==> src/rtl/spi_slave_hs.sv <==
module spi_slave_hs #(
  parameter int WORD_W = 16,
  localparam int CW = $clog2(WORD_W)
) (
  input  logic              clk,
  input  logic              rst_n,
  input  logic              cpol,
  input  logic              tx_load,
  input  logic [WORD_W-1:0] tx_word,
  output logic [WORD_W-1:0] rx_word,
  output logic              rx_done,
  output logic              tx_pending,
  input  logic              spi_clk,
  input  logic              spi_cs_n,
  input  logic              spi_mosi,
  output logic              spi_miso,
  output logic              spi_ena_n
);

  logic [1:0] cs_m, ck_m, di_m;
  logic       cs_d, ck_d;
  logic       cs_s, ck_s, di_s;
  logic       busy;
  logic [CW-1:0]     cnt;
  logic [WORD_W-1:0] tx_buf, tx_sh, rx_sh;

  assign cs_s = cs_m[1];
  assign ck_s = ck_m[1];
  assign di_s = di_m[1];

  logic ck_rise, ck_fall, lead, trail, cs_start, last;
  assign ck_rise  = ck_s & ~ck_d;
  assign ck_fall  = ~ck_s & ck_d;
  assign lead     = cpol ? ck_fall : ck_rise;
  assign trail    = cpol ? ck_rise : ck_fall;
  assign cs_start = cs_d & ~cs_s;
  assign last     = busy & ~cs_s & trail & (cnt == CW'(WORD_W-1));

  assign spi_miso = busy & tx_sh[WORD_W-1];

  always_ff @(posedge clk or negedge rst_n) begin
    if (!rst_n) begin
      cs_m <= 2'b11;
      ck_m <= 2'b00;
      di_m <= 2'b00;
      cs_d <= 1'b1;
      ck_d <= 1'b0;
    end else begin
      cs_m <= {cs_m[0], spi_cs_n};
      ck_m <= {ck_m[0], spi_clk};
      di_m <= {di_m[0], spi_mosi};
      cs_d <= cs_s;
      ck_d <= ck_s;
    end
  end

  always_ff @(posedge clk or negedge rst_n) begin
    if (!rst_n) begin
      tx_buf     <= '0;
      tx_pending <= 1'b0;
    end else begin
      if (tx_load)
        tx_buf <= tx_word;
      if (tx_load)
        tx_pending <= 1'b1;
      else if (last)
        tx_pending <= 1'b0;
    end
  end

  always_ff @(posedge clk or negedge rst_n) begin
    if (!rst_n) begin
      busy      <= 1'b0;
      cnt       <= '0;
      tx_sh     <= '0;
      rx_sh     <= '0;
      rx_word   <= '0;
      rx_done   <= 1'b0;
      spi_ena_n <= 1'b1;
    end else begin
      rx_done <= 1'b0;
      if (cs_s) begin
        busy      <= 1'b0;
        cnt       <= '0;
        spi_ena_n <= 1'b1;
      end else if (cs_start) begin
        busy      <= 1'b1;
        cnt       <= '0;
        tx_sh     <= tx_buf;
        spi_ena_n <= ~tx_pending;
      end else if (busy) begin
        if (lead && cnt != '0)
          tx_sh <= {tx_sh[WORD_W-2:0], 1'b0};
        if (trail) begin
          rx_sh <= {rx_sh[WORD_W-2:0], di_s};
          if (last) begin
            rx_word   <= {rx_sh[WORD_W-2:0], di_s};
            rx_done   <= 1'b1;
            cnt       <= '0;
            tx_sh     <= tx_buf;
            spi_ena_n <= 1'b1;
          end else begin
            cnt <= cnt + 1'b1;
          end
        end
      end
    end
  end

endmodule

==> config.mk <==
export PLATFORM = sky130hd
export DESIGN_NAME = spi_slave_hs
export DESIGN_NICKNAME = d
export VERILOG_FILES = /design/src/rtl/spi_slave_hs.sv
export SDC_FILE = /design/constraint.sdc
export NUM_CORES = 1
export LEC_CHECK = 0
export ABC_AREA = 1
export BUFFER_PORTS_ARGS = -buffer_cell sky130_fd_sc_hd__buf_2
export CORE_MARGIN = 3
export CORE_UTILIZATION = 53
export CTS_BUF_LIST = sky130_fd_sc_hd__clkbuf_8
export DETAILED_ROUTE_END_ITERATION = 8
export PLACE_DENSITY = 0.77
export REMOVE_ABC_BUFFERS = 1
export SYNTH_ARGS = -nofsm -noshare
export SYNTH_HDL_FRONTEND = slang
export SYNTH_SLANG_ARGS = --single-unit
==> constraint.sdc <==
create_clock -name clk -period 1.5 [get_ports clk]
set_input_delay 0.3 -clock clk [delete_from_list [all_inputs] [get_ports clk]]
set_output_delay 0.3 -clock clk [all_outputs]
set_load 0.02 [all_outputs]
After elaboration in Yosys (flattened, before gate mapping)
Index checks and enable logic that the tools add are counted.
Widths: inputs -> output; s select.
{"block": "word_totals", "ff_bits": 79, "latchBits": 0, "ramBits": 0, "romBits": 0, "input_bits": 23, "output_inout_bits": 20, "elab_cells": 67, "memories": 0}
{"block": "classes", "addsub": 1, "n_mul": 0, "n_div": 0, "magnitude_cmp": 0, "eq_ne": 1, "shifts": 0, "muxes": 26, "n_bitwise": 12, "n_reduce_logical": 13}
{"op": "$mux 16", "count": 5}
{"op": "$mux 4", "count": 5}
{"op": "$mux 1", "count": 16}
{"op": "$reduce_bool 3->1", "count": 3}
{"op": "$and 1x1->1", "count": 7}
{"op": "$reduce_bool 2->1", "count": 3}
{"op": "$not 1->1", "count": 5}
{"op": "$reduce_and 5->1", "count": 1}
{"op": "$add 4x1->4 const B", "count": 1}
{"op": "$eq 4x4->1 const B", "count": 1}
{"op": "$reduce_and 2->1", "count": 2}
{"op": "$reduce_and 4->1", "count": 1}
{"op": "$reduce_bool 4->1", "count": 1}
{"op": "$reduce_and 3->1", "count": 1}
{"op": "$logic_and 1x1->1", "count": 1}

Depth between registers and ports, before layout
Gate-level depths: netlist of the first run.
{"block": "logic_depth", "depth_word": 10, "depth_mapped": 11, "mapped_depth_nobuf": 9}

Worst setup path after synthesis of the first run
No wires, ideal clock.
{"block": "synth_path", "path_type": "register to register", "from": "register cnt[0]", "to": "register tx_sh[12]", "setup_time_ns": 0.116, "arrival_ns": 1.314, "required_ns": 1.384, "path_slack_ns": 0.069, "path_stages_with_launch": 12, "path_buffers": 2, "synth_period_minus_slack_ns": 1.431, "cell_sequence": "dfrtp_1 ha_1 nand3_1 nor2_2 nand2_2 buf_6 nand2_8 buf_12 nand2_1 nand2_1 nand2_1 nand2_1"}
{"block": "synth_between", "elab_chain_len": 7, "word_cells_on_any_way": 9, "classes_between": "1 x eq/ne; 5 x mux; 1 x bitwise; 2 x reduce/logical"}
{"element": "start, declared", "line_no": "24", "rtl": "logic [CW-1:0] cnt;"}
{"element": "start signal, assigned", "line_no": "103", "rtl": "cnt <= cnt + 1'b1;"}
{"element": "$reduce_bool 4->1", "line_no": "92", "rtl": "if (lead && cnt != '0)"}
{"element": "$logic_and 1x1->1", "line_no": "92"}
{"element": "$mux 16", "line_no": "92"}
{"element": "$mux 16", "line_no": "96", "rtl": "if (last) begin"}
{"element": "$mux 16 (*)", "line_no": "94", "rtl": "if (trail) begin"}
{"element": "$mux 16 (*)", "line_no": "91", "rtl": "end else if (busy) begin"}
{"element": "$mux 16 (*)", "line_no": "86", "rtl": "end else if (cs_start) begin"}
{"element": "end signal, assigned", "line_no": "89", "rtl": "tx_sh <= tx_buf;"}
{"element": "end signal, assigned", "line_no": "93", "rtl": "tx_sh <= {tx_sh[WORD_W-2:0], 1'b0};"}
{"element": "end signal, assigned", "line_no": "100", "rtl": "tx_sh <= tx_buf;"}
{"element": "end, declared", "line_no": "25", "rtl": "logic [WORD_W-1:0] tx_buf, tx_sh, rx_sh;"}
Every way passes the cells marked *; elsewhere a longest branch is shown, timed or not. The select of a mux whose other input is x is not followed.
A chain may end at the register's enable or synchronous reset.

Worst setup path after layout of the first run
{"block": "layout_path", "from": "register cnt[0]", "to": "register cnt[0]"}
{"block": "layout_between", "elab_chain_len": 7, "word_cells_on_any_way": 8, "classes_between": "1 x add/sub; 1 x eq/ne; 5 x mux; 1 x bitwise"}
{"element": "parallel branches: the longest is 2 deep, another holds $add 4x1->4"}
{"element": "$mux 4 (*)", "line_no": "96"}
{"element": "$mux 4 (*)", "line_no": "94"}
{"element": "$mux 4 (*)", "line_no": "91"}
{"element": "$mux 4 (*)", "line_no": "86"}
{"element": "$mux 4 (*)", "line_no": "82", "rtl": "if (cs_s) begin"}
Mark *: on every way between the ends. The select of a mux whose other input is x is not followed.

==> impl_metrics.csv, run 1 <==
group,metric,value,unit
die,fp.dieH,84.5,µm
timing,relSlewSlack,67.6,%
critical_path,worstSetupPathType,"reg2reg",
route,ant_nets,0,
synthesis,ys_seq_area_share,60.6,%
place,dp_hpwl,4130,µm
synthesis,yosys.area_share.adder,0.765,%
clocking,cts_sinks,79,
synthesis,syn_inst,371,
global_routing,grt_max_degree,34,
die,rows,27,
layout,final_layout_size_suffix_gt1_share,24.0,%
synthesis,yosys_register_bits,79,
route,wire_per_inst,13.3,µm
pwr,max-vdd-ir-drop,609,µV
flow_run,cap_violations,0,
route,viasPerCell,5.08,
layout,num_antenna_cells,0,
layout,syn2layout_area_growth,22.7,%
synthesis,netlist_area,0.00327,mm²
timing,tightest_slew,483,ps
critical_path,path_max_fanout,5,
hold_path,hold_depth,1,
die,num_io_pins,43,
place,place_inst,485,
global_routing,grt-ovfl-total,0,
synthesis,synthMuxAreaShare,0,%
critical_path,r2r_cells,8,
synthesis,postSynthAreaPerCell,8.81,µm²
pwr,cellPowerDensity,1190,mW/mm²
clocking,cts_buffers,9,
place,routabilityCongestion,0.828,
timing,slew_violations,0,
hold_path,holdCritPathClass,"in2reg",
global_routing,first_global_vias,2566,
clocking,clock-root-buffer,"clkbuf_8",
synthesis,synth-simple-area-share,26.0,%
clocking,clockBufferDepth,2,
layout,stdcell_count,510,
clocking,path_clk_slew,70,ps
critical_path,critPathLaunchType,"flop",
timing,holdWs,55.3,ps
synthesis,synth-xor-area-share,0.268,%
layout,final_common_cell,"nand2_1",
place,port_buffers,42,
layout,n_fill_cell,422,
status,outcome,"complete, no violations",
die,die_x,84.5,µm
timing,rsz0062_at_grt,"true",
critical_path,crit_required,1710,ps
critical_path,r2r-start,"cnt[0]",
synthesis,yosys_warnings,0,
global_routing,grt_pass1_wl,11400,µm
hold_path,hold_path_end,"cs_m[0]",
timing,setup_viol,0,
layout,fin_util,69.9,%
die,start_util,56.9,%
synthesis,synth_compound_area_share,5.51,%
route,drt_first_pass_iters,4,
critical_path,rr_endpoint,"cnt[0]",
route,routed_wl,6790,µm
die,die_area,0.00715,mm²
clocking,clock_latency,350,ps
layout,seq_area,0.00198,mm²
die,coreArea,0.00574,mm²
clocking,cts_tree,"built",
hold_path,min_from,"spi_cs_n",
pwr,leakage,2.22,nW
route,drc,0,
timing,timing.fmax,670,MHz
timing,hold_viol_final,0,
timing,min_period,1490,ps
layout,layout_common_cells,"nand2_1 (167), dfrtp_1 (75), buf_2 (41)",
timing,fin_crit_sh,99.5,%
synthesis,ys_types,24,
clocking,h-tree-depth,3,
global_routing,grtUsageTotal,19.9,%
critical_path,ff2ff_setup_slack,8,ps
global_routing,antenna_found_initial,0,
layout,multi_input_area,0.00114,mm²
layout,nNetsFinal,458,
timing,fin_worst_skew,9.26,ps
critical_path,worstPathArrival,1700,ps
route,vias,2593,
synthesis,synth_top_family_by_area,"simple AND/OR/NAND/NOR gates",
route,drt_iter0_drc,160,
critical_path,end_kind,"flop",
[logic make-up after synthesis]
family / Yosys count
adder cells (fa/ha/maj): 2
buffers and inverters: 44
AO/OA/AOI/OAI: 36
flip-flops: 79
AND/OR/NAND/NOR: 209
XOR/XNOR: 1
[repair_timing]
action | 4_1_cts | 5_1_grt
setup endpoints to repair | 3 | 35
setup buffers | 5 | 2
hold buffers | 1 | 0
gates resized for setup | 8 | 23
pin swaps | 0 | 4
gates cloned | 1 | 1
hold endpoints to repair | 26 | 0
[how the worst max path moves through the flow]
stage | end | cells past startpoint | start
5_1_grt | rx_word[13] | 9 | cnt[0]
3_3_place_gp | rx_word[0] | 10 | cnt[0]
6_report | cnt[0] | 8 | cnt[0]
2_1_floorplan | rx_word[0] | 9 | cnt[0]
3_5_place_dp | rx_word[0] | 10 | cnt[0]
4_1_cts | rx_word[0] | 10 | cs_m[1]
[sequential cells by signal (all words and copies together), names as in the netlist]
| name | flops |
|---|---|
| busy | 1 |
| ck_d | 1 |
| ck_m | 2 |
| cnt | 4 |
| cs_d | 1 |
| cs_m | 2 |
| di_m | 2 |
| rx_done | 1 |
| rx_sh | 15 |
| rx_word | 16 |
| spi_ena_n | 1 |
| tx_buf | 16 |
| tx_pending | 1 |
| tx_sh | 16 |
[where the power goes]
part           switching [W]  internal (W)  total, W
logic               0.000357      0.000237  0.000594
clock network       0.000720      0.000845   0.00157
registers           0.000170       0.00243   0.00260
[worst max-delay path: stages, from the launching register on]
cell and delay [ps]:
dfrtp_1 380, ha_2 200, nand3_2 100, nor2_4 130, nand2_4 90, buf_4 140
buf_4 130, nand3_1 70, o21ai_0 110
[metal layers]
layer  GRT usage [%]  up-vias  routed length, µm
met5               0        -                  0
met4            5.76        0                 82
met3            6.28        9                403
met2            32.4       77               3340
met1            25.9     1240               2960
li1                -     1267                  -
[cell usage after synthesis, drive strengths merged]
cell type	count	area (µm²)
nand2	177	691
dfrtp	75	1880
o21ai	33	165
inv	27	101
nand3	24	125
buf	11	87.6
nor2	8	35.0
clkbuf	5	30.0
dfstp	4	105
a21oi	3	15.0
ha	2	25.0
clkinv	1	3.75
xor2	1	8.76
[metrics by stage]
stage	worst slack, ps	TNS (ps)	instance area [µm²]	power, W
4_1_cts	-2.39	-2.39	3920	0.00477
3_3_place_gp	40.6	0	3620	0.00315
5_1_grt	-57.1	-882	4010	0.00503
2_1_floorplan	-403	-12000	3150	0.00296
3_5_place_dp	-36.5	-49.8	3620	0.00318
6_report	7.94	0	4010	0.00476
[area by class of cell]
cell class / count / area share [%]
Inverter: 28 / 2.74
Multi-Input combinational cell: 249 / 28.5
Sequential cell: 79 / 49.4
Clock buffer: 11 / 3.77
Tap cell: 72 / 2.25
Timing Repair Buffer: 66 / 12.1
Clock inverter: 5 / 1.25
Power figures use the tool's default switching activity.
==> inputs of run 2 (changes only) <==
Settings changed: CORE_UTILIZATION 53 to 59, PLACE_DENSITY 0.77 to 0.81, SETUP_SLACK_MARGIN set to 0.5.
Clock period 1.5 ns to 1.4 ns, I/O delays scaled along.
==> run 2 against run 1 <==
Net effect:
- the flow now stops in 5_1_grt
- synthesized cell count is the same
- synthesized area is the same
==> impl_metrics.csv, run 2 <==
group,metric,value,unit
synthesis,ys_seq_area_share,60.6,%
synthesis,yosys_warnings,0,
synthesis,synth_top_family_by_area,"simple AND/OR/NAND/NOR gates",
clocking,h-tree-depth,3,
synthesis,synth-simple-area-share,26.0,%
synthesis,yosysTopAreaCell,"dfrtp_1",
synthesis,async_flop_share,100,%
die,rows,26,
place,placed_area,0.00371,mm²
timing,worst-ep-kind,"sequential cell input",
synthesis,netlist.area_leader.share,57.4,%
place,routabilityCongestion,0.807,
synthesis,synthMuxAreaShare,0,%
synthesis,synth_edf_count,0,
status,error,"[ERROR DPL-0033] detailed placement checks failed during check placement.",
synthesis,synth-main-ff-cell,"dfrtp_1",
timing,grt-worst-endpoint,"tx_sh[13]$_DFFE_PN0P_/D",
die,fp.dieH,80.4,µm
die,num_io_pins,43,
status,outcome,"did not finish",
synthesis,ys_types,24,
synthesis,ys_top_cells_by_count,"nand2_1 (172), dfrtp_1 (75), o21ai_0 (29)",
synthesis,yosys_register_bits,79,
synthesis,postSynthAreaPerCell,8.81,µm²
clocking,cts_buffers,9,
clocking,cts_sinks,79,
synthesis,synthTopCellsByArea,"dfrtp_1 (57%), nand2_1 (20%), o21ai_0 (4.4%), nand3_1 (3.5%), dfstp_2 (3.2%)",
global_routing,grt_max_degree,31,
clocking,clock-root-buffer,"clkbuf_8",
status,failing_step,"5_1_grt",
synthesis,synth.most_common_cell,"nand2_1",
synthesis,netlist_area,0.00327,mm²
synthesis,synth_compound_area_share,5.51,%
place,place_inst,491,
global_routing,antenna_found_initial,1,
synthesis,yosys.area_share.adder,0.765,%
clocking,clockBufferDepth,2,
synthesis,syn_inst,371,
synthesis,synth-xor-area-share,0.268,%
place,dp_hpwl,4440,µm
die,die_x,80.4,µm
place,port_buffers,42,
die,start_util,62.4,%
## run 2: cell counts after synthesis
Identical to the previous run, type by type.
## run 2: logic make-up after synthesis
| group | Yosys count |
|---|---|
| DFF | 79 |
| and+or+nand+nor | 209 |
| buffers and inverters | 44 |
| AOI/OAI and AO/OA | 36 |
| xor gates and xnor gates | 1 |
| adders and majority gates | 2 |
## run 2: timing repair
action | in CTS
pin swaps | 21
setup endpoints to repair | 75
resized for setup | 134
cloned | 4
endpoints found under the hold margin | 22
buffers inserted | 15
## run 2: per-stage QoR
step | setup TNS [ps] | hold WS (ps) | utilization [%] | setup WS, ps
after floorplan | -17100 | -15.6 | - | -503
after global placement | -713 | 206 | 70.8 | -55.0
after detailed placement | -3900 | 213 | 70.8 | -156
after CTS | -3480 | -165 | 85.8 | -145
==> inputs of run 3 (changes only) <==
Settings changed: CORE_UTILIZATION 59 to 40, CTS_BUF_LIST sky130_fd_sc_hd__clkbuf_8 to not set, PLACE_DENSITY 0.81 to not set, PLACE_DENSITY_LB_ADDON set to 0.15, SETUP_SLACK_MARGIN 0.5 to not set.
==> run 3 against run 2 <==
Net effect:
- the flow now finishes, with violations (setup timing)
==> impl_metrics.csv, run 3 (synthesis results as in run 1) <==
group,metric,value,unit
status,outcome,"finished with violations",
status,violations,"setup timing",
clocking,clock-root-buffer,"clkbuf_8",
critical_path,path_cells,"ha_2 > nand3_2 > nor2_2 > nand2_2 > inv_2 > nand2_4 > buf_12 > buf_12 > nand2_4 > o21ai_2",
route,drt_iter0_drc,83,
timing,slew_violations,0,
layout,layout_common_cells,"nand2_1 (129), dfrtp_1 (75), buf_2 (40)",
critical_path,worstPathArrival,1720,ps
die,die_area,0.00929,mm²
layout,top_regs,"rx_word (16), tx_buf (16), tx_sh (16)",
timing,relSlewSlack,66.8,%
flow_run,cap_violations,0,
place,port_buffers,42,
clocking,cts_tree,"built",
global_routing,grt_pass1_wl,11600,µm
route,drc,0,
timing,tightest_slew,495,ps
die,coreArea,0.00785,mm²
timing,layout_setup_ws,-77.1,ps
clocking,clockBufferDepth,2,
timing,setup_viol,32,
global_routing,first_global_vias,2419,
timing,min_period,1480,ps
clocking,h-tree-depth,3,
die,rows,32,
global_routing,grtUsageTotal,16.2,%
place,dp_hpwl,4590,µm
layout,nNetsFinal,478,
route,ant_nets,0,
layout,final_layout_size_suffix_gt1_share,40.7,%
route,viasPerCell,4.66,
critical_path,worstSetupPathType,"reg2reg",
critical_path,critPathLaunchType,"flop",
pwr,cellPowerDensity,1110,mW/mm²
layout,syn2layout_area_growth,40.7,%
layout,fin_util,58.6,%
pwr,max-vdd-ir-drop,603,µV
layout,final_common_cell,"nand2_1",
route,vias,2604,
critical_path,end_kind,"flop",
timing,fin_crit_sh,106,%
die,num_io_pins,43,
pwr,leakage,2.44,nW
global_routing,grt-ovfl-total,0,
place,placed_area,0.00383,mm²
clocking,cts_buffers,9,
critical_path,critical-path-max-stage-delay,360,ps
route,wire_per_inst,13.1,µm
timing,timing.fmax,677,MHz
route,routed_wl,7350,µm
layout,n_fill_cell,722,
global_routing,antenna_found_initial,0,
timing,hold_viol_final,0,
global_routing,grt_max_degree,33,
critical_path,critPathSlowestCell,"dfrtp_1",
place,routabilityCongestion,0.728,
critical_path,crit_required,1650,ps
timing,rsz0062_at_grt,"true",
die,fp.dieH,96.4,µm
route,drt_first_pass_iters,4,
die,start_util,41.7,%
timing,fin_worst_skew,12.9,ps
die,die_x,96.4,µm
clocking,clock_latency,350,ps
clocking,path_clk_slew,90,ps
clocking,cts_sinks,79,
layout,fin_area,0.00460,mm²
hold_path,holdCritPathClass,"in2reg",
critical_path,path_max_fanout,6,
layout,num_antenna_cells,0,
[run 3: worst max-delay path, delay by kind of cell, from the launching register on]
family | cells | cell delay [ps]
buffers and inverters | 3 | 390
AND/OR/NAND/NOR | 5 | 380
flip-flops | 1 | 360
adder cells (fa/ha/maj) | 1 | 190
AO/OA/AOI/OAI | 1 | 50
[run 3: report_power, final]
group | leakage [nW] | internal, W | total, W | switching (W)
Sequential | 0.990 | 0.00260 | 0.00284 | 0.000238
Combinational | 1.37 | 0.000347 | 0.000785 | 0.000438
Clock | 0.0857 | 0.000646 | 0.00150 | 0.000851
Total | 2.44 | 0.00359 | 0.00512 | 0.00153
[run 3: path summary, 6_finish.rpt]
check | start | to | slack [ps] | cells after the start
max | cnt[0] | rx_word[7] | -80 | 10
min | spi_mosi | di_m[0] | 30 | 1
max reg2reg | cnt[0] | rx_word[7] | -80 | 10
min reg2reg | cs_m[0] | cs_m[1] | 360 | 0
max in group asynchronous | rst_n | spi_ena_n | 510 | 3
min in group asynchronous | rst_n | rx_sh[6] | 370 | 2
[run 3: timing repair]
item,CTS,global route
hold buffers,1,0
setup endpoints to repair,34,54
hold endpoints to repair,18,0
cloned,2,3
resized for setup,47,96
pin swaps,6,15
setup buffers,2,5
[run 3: area by class of cell]
type / count / area (µm²) / share of cell area (%)
Clock buffer: 9 / 124 / 2.69
Clock inverter: 6 / 47.5 / 1.03
Inverter: 28 / 123 / 2.67
Multi-Input combinational cell: 248 / 1400 / 30.3
Sequential cell: 79 / 1980 / 43.1
Tap cell: 102 / 128 / 2.77
Timing Repair Buffer: 87 / 801 / 17.4
[run 3: through the flow]
stage | hold slack, ps | std cells | TNS, ps | total power, W | setup WS, ps
3_5_place_dp | 199 | 531 | -2490 | 0.00344 | -116
3_3_place_gp | 198 | 531 | -1650 | 0.00342 | -95.9
5_1_grt | 11.5 | 559 | -4810 | 0.00544 | -159
6_report | 31.9 | 559 | -1830 | 0.00512 | -77.1
4_1_cts | 8.23 | 551 | -1740 | 0.00499 | -78.2
2_1_floorplan | -15.6 | 355 | -17100 | 0.00317 | -503
[run 3: metal layers]
metal,share of wire (%),up-vias,global-route usage (%)
li1,-,1317,-
met2,49,39,26.0
met3,3.5,6,4.42
met1,46,1242,21.7
met5,0,-,0
met4,0.72,0,4.56
==> inputs of run 4 (changes only) <==
Settings changed: CORE_UTILIZATION 40 to 50.
==> run 4 against run 3 <==
Net effect:
- the flow still finishes with violations (setup timing)
- die area down 19%
- largest cell class unchanged
- clock skew decreased by 3.7 ps
- combinational power decreased by 8.9%
- flip-flop and latch count did not move
==> impl_metrics.csv, run 4 (synthesis results as in run 1) <==
group,metric,value,unit
status,outcome,"finished with violations",
status,violations,"setup timing",
critical_path,crit_required,1660,ps
layout,num_antenna_cells,0,
global_routing,grt-ovfl-total,0,
route,viasPerCell,4.86,
layout,nNetsFinal,471,
die,num_io_pins,43,
clocking,clockBufferDepth,2,
die,die_area,0.00754,mm²
timing,setup_viol,38,
pwr,cellPowerDensity,1230,mW/mm²
route,routed_wl,6780,µm
pwr,max-vdd-ir-drop,860,µV
layout,fin_area,0.00423,mm²
clocking,cts_tree,"built",
timing,tightest_slew,493,ps
critical_path,end_kind,"flop",
die,die_x,86.9,µm
pwr,clock_power_share,32.6,%
timing,layout_setup_ws,-64.0,ps
timing,timing.fmax,683,MHz
clocking,clock-root-buffer,"clkbuf_8",
global_routing,grt_pass1_wl,11100,µm
die,rows,28,
global_routing,first_global_vias,2444,
timing,setup_tns,-1090,ps
layout,top_regs,"rx_word (16), tx_buf (16), tx_sh (16)",
timing,relSlewSlack,67.0,%
hold_path,holdCritPathClass,"in2reg",
timing,rsz0062_at_grt,"true",
layout,fin_util,69.0,%
timing,slew_violations,0,
layout,multi_input_area,0.00120,mm²
layout,syn2layout_area_growth,29.4,%
layout,final_layout_size_suffix_gt1_share,30.6,%
place,pre_cts_slack,-110,ps
critical_path,worstPathArrival,1720,ps
clocking,clock_latency,360,ps
critical_path,critPathLaunchType,"flop",
timing,fin_worst_skew,9.17,ps
die,coreArea,0.00613,mm²
clocking,h-tree-depth,3,
route,vias,2555,
critical_path,worstSetupPathType,"reg2reg",
layout,n_fill_cell,479,
place,dp_hpwl,4270,µm
global_routing,antenna_found_initial,0,
pwr,p_seq_share,53.7,%
timing,hold_viol_final,0,
route,ant_nets,0,
layout,final_common_cell,"nand2_1",
timing,min_period,1460,ps
route,drt_iter0_drc,92,
layout,layout_common_cells,"nand2_1 (151), dfrtp_1 (75), buf_2 (40)",
pwr,switching_share,27.9,%
place,port_buffers,42,
global_routing,grtUsageTotal,18.9,%
pwr,intPower,0.00375,W
critical_path,path_max_fanout,7,
route,drt_first_pass_iters,4,
flow_run,cap_violations,0,
pwr,p_comb_share,13.8,%
die,start_util,53.3,%
place,routabilityCongestion,0.847,
route,wire_per_inst,12.9,µm
timing,fin_crit_sh,105,%
layout,seq_area,0.00198,mm²
clocking,cts_buffers,9,
pwr,p_sw,0.00145,W
timing,holdWs,23.3,ps
place,placed_area,0.00372,mm²
clocking,cts_sinks,79,
pwr,leakage,2.25,nW
global_routing,grt_max_degree,31,
route,drc,0,
die,fp.dieH,86.9,µm
clocking,path_clk_slew,90,ps
## run 4: timing repair
item | in CTS | in global routing
hold buffers | 1 | 2
pin swaps | 9 | 16
gates cloned | 1 | 3
hold endpoints to repair | 21 | 2
setup buffers | 2 | 2
gates resized for setup | 19 | 36
endpoints found under the setup margin | 33 | 52
## run 4: worst paths after layout
path	startpoint	to	slack [ps]	depth (start not counted)
worst max-delay path	cnt[0]	tx_sh[5]	-60	10
worst min-delay path	spi_clk	ck_m[0]	20	1
worst max register to register	cnt[0]	tx_sh[5]	-60	10
worst min register to register	ck_m[0]	ck_m[1]	360	0
max in group asynchronous	rst_n	spi_ena_n	500	3
min in group asynchronous	rst_n	rx_sh[13]	370	2
## run 4: power by group through the flow
stage | Combinational [W] | Sequential (W) | Clock, W
3_3_place_gp | 0.000604 | 0.00280 | 0
2_1_floorplan | 0.000402 | 0.00277 | 0
3_5_place_dp | 0.000624 | 0.00280 | 0
6_report | 0.000715 | 0.00279 | 0.00169
5_1_grt | 0.000837 | 0.00284 | 0.00183
4_1_cts | 0.000652 | 0.00277 | 0.00173
## run 4: cell type report
class / instances / share of cell area (%)
Inverter: 28 / 2.60
Timing Repair Buffer: 80 / 15.3
Tap cell: 75 / 2.22
Multi-Input combinational cell: 248 / 28.3
Clock inverter: 6 / 1.66
Clock buffer: 10 / 3.02
Sequential cell: 79 / 46.9
## run 4: per-layer routing
layer  part of all wire (%)  GRT usage [%]  vias up
li1                       -              -     1298
met4                    1.9           5.67        0
met2                     45           29.3       53
met3                    4.6           6.05       14
met5                      0              0        -
met1                     49           25.5     1190
## run 4: worst max-delay path, cell delays in order (launching register included)
cell,delay [ps]
dfrtp_1,360
ha_2,200
nand3_2,70
nor2_2,90
nand2_2,100
buf_6,140
nand3_4,70
nand2_8,80
buf_8,150
nand2_2,60
nand2_1,40
## run 4: stage by stage
step | cells | total power (W)
floorplan | 355 | 0.00317
detailed placement | 499 | 0.00343
CTS | 519 | 0.00515
finish | 526 | 0.00520
global route | 526 | 0.00550
global placement | 499 | 0.00340
